[config.mk]
export PLATFORM = sky130hd
export DESIGN_NAME = buck_gate_ctrl
export DESIGN_NICKNAME = d
export VERILOG_FILES = /design/src/rtl/buck_gate_pkg.sv /design/src/rtl/buck_pwm_decode.sv /design/src/rtl/buck_dead_timer.sv /design/src/rtl/buck_gate_ctrl.sv
export SDC_FILE = /design/constraint.sdc
export NUM_CORES = 1
export LEC_CHECK = 0
export BUFFER_PORTS_ARGS = -buffer_cell sky130_fd_sc_hd__buf_2
export CORE_MARGIN = 3
export CORE_UTILIZATION = 28
export CTS_BUF_LIST = sky130_fd_sc_hd__clkbuf_4
export CTS_CLUSTER_DIAMETER = 40
export CTS_CLUSTER_SIZE = 25
export DETAILED_ROUTE_END_ITERATION = 8
export PLACE_DENSITY = 0.56
export SYNTH_ARGS = -nofsm -noshare
export SYNTH_HDL_FRONTEND = slang
export SYNTH_HIERARCHICAL = 1
export SYNTH_SLANG_ARGS = --single-unit
[constraint.sdc]
create_clock -name clk -period 2.1 [get_ports clk]
set_input_delay 0 -clock clk [delete_from_list [all_inputs] [get_ports clk]]
set_output_delay 0 -clock clk [all_outputs]
set_load 0.01 [all_outputs]
[src/rtl/buck_gate_pkg.sv]
package buck_gate_pkg;

    typedef enum logic [1:0] {
        ST_IDLE  = 2'd0,
        ST_HS_ON = 2'd1,
        ST_LS_ON = 2'd2,
        ST_DEAD  = 2'd3
    } gate_state_e;

endpackage

[src/rtl/buck_pwm_decode.sv]
module buck_pwm_decode (
    input  logic clk,
    input  logic rst_n,
    input  logic pwm_hi,
    input  logic pwm_mid,
    input  logic sr_en,
    input  logic oc_trip,
    input  logic hs_on,
    output logic want_hs,
    output logic want_ls,
    output logic cyc_start
);

    logic hi_lvl;
    logic hi_q;
    logic trunc_q;
    logic strobe_q;

    assign hi_lvl = pwm_hi & ~pwm_mid;

    always_ff @(posedge clk) begin
        if (!rst_n) begin
            hi_q     <= 1'b0;
            strobe_q <= 1'b0;
            trunc_q  <= 1'b0;
        end else begin
            hi_q     <= hi_lvl;
            strobe_q <= hi_lvl & ~hi_q;
            if (!hi_lvl) begin
                trunc_q <= 1'b0;
            end else if (hs_on && oc_trip) begin
                trunc_q <= 1'b1;
            end
        end
    end

    assign want_hs   = hi_lvl & ~trunc_q;
    assign want_ls   = ~pwm_hi & ~pwm_mid & sr_en;
    assign cyc_start = strobe_q;

    AST_STROBE_SINGLE: assert property (@(posedge clk) disable iff (!rst_n)
        strobe_q |=> !strobe_q);

    AST_TRUNC_HOLDS: assert property (@(posedge clk) disable iff (!rst_n)
        (trunc_q && hi_lvl) |=> trunc_q);

endmodule

[src/rtl/buck_dead_timer.sv]
module buck_dead_timer #(
    parameter int DEAD_CYC = 8
) (
    input  logic clk,
    input  logic rst_n,
    input  logic load,
    output logic done
);

    localparam int CW = (DEAD_CYC > 1) ? $clog2(DEAD_CYC) : 1;
    localparam logic [CW-1:0] RELOAD = CW'(DEAD_CYC - 1);

    logic [CW-1:0] cnt_q;

    always_ff @(posedge clk) begin
        if (!rst_n) begin
            cnt_q <= '0;
        end else if (load) begin
            cnt_q <= RELOAD;
        end else if (cnt_q != '0) begin
            cnt_q <= cnt_q - 1'b1;
        end
    end

    assign done = (cnt_q == '0);

    AST_DEAD_RANGE: assert property (@(posedge clk) disable iff (!rst_n)
        cnt_q <= RELOAD);

endmodule

[src/rtl/buck_gate_ctrl.sv]
module buck_gate_ctrl
    import buck_gate_pkg::*;
#(
    parameter int DEAD_CYC = 8
) (
    input  logic clk,
    input  logic rst_n,
    input  logic pwm_hi,
    input  logic pwm_mid,
    input  logic sr_en,
    input  logic oc_trip,
    input  logic shdn,
    output logic hs_en,
    output logic ls_en,
    output logic cyc_start
);

    gate_state_e state_q;
    gate_state_e state_d;
    logic want_hs;
    logic want_ls;
    logic dead_done;
    logic dead_load;
    logic hs_on;

    assign hs_on = (state_q == ST_HS_ON);

    buck_pwm_decode u_decode (
        .clk       (clk),
        .rst_n     (rst_n),
        .pwm_hi    (pwm_hi),
        .pwm_mid   (pwm_mid),
        .sr_en     (sr_en),
        .oc_trip   (oc_trip),
        .hs_on     (hs_on),
        .want_hs   (want_hs),
        .want_ls   (want_ls),
        .cyc_start (cyc_start)
    );

    buck_dead_timer #(.DEAD_CYC(DEAD_CYC)) u_dead (
        .clk   (clk),
        .rst_n (rst_n),
        .load  (dead_load),
        .done  (dead_done)
    );

    always_comb begin
        state_d = state_q;
        unique case (state_q)
            ST_IDLE: begin
                if (shdn)         state_d = ST_DEAD;
                else if (want_hs) state_d = ST_HS_ON;
                else if (want_ls) state_d = ST_LS_ON;
            end
            ST_HS_ON: begin
                if (shdn || oc_trip || !want_hs) state_d = ST_DEAD;
            end
            ST_LS_ON: begin
                if (shdn || !want_ls) state_d = ST_DEAD;
            end
            ST_DEAD: begin
                if (!shdn && dead_done) begin
                    if (want_hs)      state_d = ST_HS_ON;
                    else if (want_ls) state_d = ST_LS_ON;
                    else              state_d = ST_IDLE;
                end
            end
            default: state_d = ST_DEAD;
        endcase
    end

    assign dead_load = (state_d == ST_DEAD) && ((state_q != ST_DEAD) || shdn);

    always_ff @(posedge clk) begin
        if (!rst_n) state_q <= ST_IDLE;
        else        state_q <= state_d;
    end

    always_comb begin
        hs_en = 1'b0;
        ls_en = 1'b0;
        unique case (state_q)
            ST_HS_ON: hs_en = 1'b1;
            ST_LS_ON: ls_en = 1'b1;
            default: begin
                hs_en = 1'b0;
                ls_en = 1'b0;
            end
        endcase
    end

    AST_NO_SHOOT_THROUGH: assert property (@(posedge clk) disable iff (!rst_n)
        !(hs_en && ls_en));

    AST_SHDN_FORCES_OFF: assert property (@(posedge clk) disable iff (!rst_n)
        shdn |=> (!hs_en && !ls_en));

    AST_MID_FORCES_OFF: assert property (@(posedge clk) disable iff (!rst_n)
        pwm_mid |=> (!hs_en && !ls_en));

    AST_LS_NEEDS_SR: assert property (@(posedge clk) disable iff (!rst_n)
        !sr_en |=> !ls_en);

    AST_OC_CUTS_HS: assert property (@(posedge clk) disable iff (!rst_n)
        (hs_en && oc_trip) |=> !hs_en);

endmodule

==> results.cfg <==
[placed_design]
pre_cts_ws_ps = 261.8
io_buffer_count = 9
hpwl_um = 642.8
gpl.final_weighted_congestion = 0.6826

[synth]
synth_area_leaders = dfxtp_1 37%, inv_1 6.9%, ha_1 5.8%, nor3b_1 5.2%, a21oi_1 4.6%
yosys.area.top_type = dfxtp_1
synth_warnings = 6
synth_top_area_share_pct = 36.99
synth_area_um2 = 432.9
synth_nets = 57
ys_seq_elements = 8
synth.distinct_cells = 21
avgSynthCellArea_um2 = 9.019
ys_seq_area_share_pct = 36.99
synthCells = 48

[clock_network]
cts_buffer_depth = 2
insertion_delay_ps = 250
root_buffer = clkbuf_4
cts.htree.levels = 1
tritoncts = yes
clk_pin_slew_ps = 60
cts-buffers-inserted = 3
numClockSinks = 8
hold_buffers = 1
cts_setup_buffers = 0
cts_resized = 0

[die]
core_area_um2 = 1383
ios = 10
initial_core_util_pct = 31.31
die-area_um2 = 2054
die_y_um = 45.32
rows = 13
fp.dieW_um = 45.32

[setup_path]
rrSetupSlack_ps = 220
path_cells = nor3b_2 > nor3b_1 > o221ai_1 > or4b_1 > o311a_1
cpMaxStageDelayCell = or4b_1
cp_slowest_stage_delay_ps = 510
arrival_ps = 2020
crit_fanout = 5
timing.rr.end = u_dead/cnt_q[1]
cp-start-kind = register
path_class = register to register
worstReg2RegStart = u_decode/trunc_q
r2r_cells = 5
required_ps = 2240
cp-end-kind = register

[sta]
fin_crit_sh_pct = 89.46
finalWorstSetupSlack_ps = 221.4
finalHoldViolCount = 0
rsz0062_at_grt = no
final_max_slew_viol_count = 0
fmax_mhz = 532.3
setup_tns_ps = 0
fin_crit_ps = 1879
worst_clock_skew_ps = 5.935
setup_viol = 0
slew_headroom_pct = 74.31
worstMarginPinSlew_ps = 385.4

[power_and_ir_drop]
p_leak_nw = 0.2636
ir_worst_vdd_uv = 396.5
power.density_nw_per_um2 = 693.6

[global_route]
antenna_found_initial = 0
grt.total_usage_pct = 9.780
grt.overflow.total = 0
grt_pass1_vias = 337
grt_max_degree = 8
grt_pass1_wl_um = 1380

[status]
outcome = finished clean

[route]
ant_nets = 0
routed_wirelength_um = 830
drtPass1Iterations = 1
drtIter0Drc = 0
drc_errors = 0
vias = 371
wl_per_cell_um = 10.92
vias_per_cell = 4.882

[final_layout]
fillers = 149
layout-drive-gt1-share_pct = 26.23
final_nets = 72
area_delta_synth_final_pct = 22.25
diodes = 0
fin_util_pct = 38.28

[min_path]
holdCritStartpoint = pwm_hi
min_path_type = input port to register
hold_path_end = u_decode/trunc_q
hold_depth = 3

[job]
maxCapViolations = 0
==> per-layer routing <==
layer  GRT usage (%)  vias up  wire [µm]
li1                -      196          -
met1           11.54      165        421
met2           13.28       10        345
met3           7.570        0         63
met4           3.509        0          0
met5               0        -          0
==> cells in the mapped netlist <==
cell and instances:
o31a_1 1, nor2_1 3, nand3b_4 1, nand2_1 3, a21oi_1 4, nor2_2 1
nand4b_1 1, and3_1 2, o221ai_1 2, o21ai_0 1, dfxtp_1 8, nor3b_1 3
inv_1 8, ha_1 2, o311a_1 1, nand2b_1 1, and2b_2 1, o211a_1 1
or4b_1 2, nor2b_1 1, nor3b_2 1
==> flip-flops by register name (all words and copies together), names as in the netlist <==
| name | flops |
|---|---|
| u_decode/hi_q | 1 |
| u_decode/cyc_start | 1 |
| u_decode/trunc_q | 1 |
| u_dead/cnt_q | 3 |
| state_q | 2 |
==> worst max-delay path by stage <==
stage                           startpoint               to  slack [ps]  cells after the start
after floorplan           u_decode/trunc_q  u_dead/cnt_q[1]         420                      5
after global placement    u_decode/trunc_q  u_dead/cnt_q[1]         320                      5
after detailed placement  u_decode/trunc_q  u_dead/cnt_q[1]         260                      5
after CTS                 u_decode/trunc_q  u_dead/cnt_q[1]         250                      5
after global routing      u_decode/trunc_q  u_dead/cnt_q[0]         100                      5
final                     u_decode/trunc_q  u_dead/cnt_q[1]         220                      5
==> metrics by stage <==
step / hold slack [ps] / cells / instance area, µm² / power (W)
6_report: 41.81 / 76 / 529.3 / 0.0003671
5_1_grt: 26.88 / 76 / 529.3 / 0.0003991
4_1_cts: 34.63 / 76 / 529.3 / 0.0003736
3_5_place_dp: 262.0 / 72 / 496.7 / 0.0002526
3_3_place_gp: 259.5 / 72 / 496.7 / 0.0002527
2_1_floorplan: 127.9 / 48 / 432.9 / 0.0002273
==> worst max-delay path: cells and delay by family (launching register included) <==
family	cells	cell delay, ps
AND/OR/NAND/NOR	3	1100
AO/OA/AOI/OAI	2	370
flip-flops	1	310
==> cell usage in the layout, fill, tap and decap left out, drive strengths merged, types with 2 or more instances in the layout <==
cell / instances
or4b: 2
nor2: 4
and3: 2
dfxtp: 8
o221ai: 2
clkbuf: 3
ha: 2
nor3b: 4
a21oi: 4
buf: 9
nand2: 3
inv: 8
==> power breakdown <==
part	total, W	switching, W	internal (W)
sequential	0.000175	0.0000107	0.000165
combinational	0.0000754	0.0000384	0.0000370
clock	0.000116	0.0000511	0.0000653
total	0.000367	0.000100	0.000267
==> cell families (layout without fill, tap and decap cells) <==
| kind of cell | Yosys count | after routing | share of synthesized area, % |
|---|---|---|---|
| AND/OR/NAND/NOR | 20 | 20 | 33.82 |
| AO/OA/AOI/OAI | 10 | 10 | 16.47 |
| flip-flops | 8 | 8 | 36.99 |
| buffers and inverters | 8 | 21 | 6.937 |
| adder cells (fa/ha/maj) | 2 | 2 | 5.779 |
==> area by class of cell <==
cell class | instances | area [µm²] | share of cell area, %
Tap cell | 15 | 18.77 | 3.546
Inverter | 8 | 30.03 | 5.674
Sequential cell | 8 | 160.2 | 30.26
Timing Repair Buffer | 10 | 55.05 | 10.40
Multi-Input combinational cell | 32 | 242.7 | 45.86
Clock buffer | 3 | 22.52 | 4.255
Note: power is estimated with default switching activity, not from simulation.
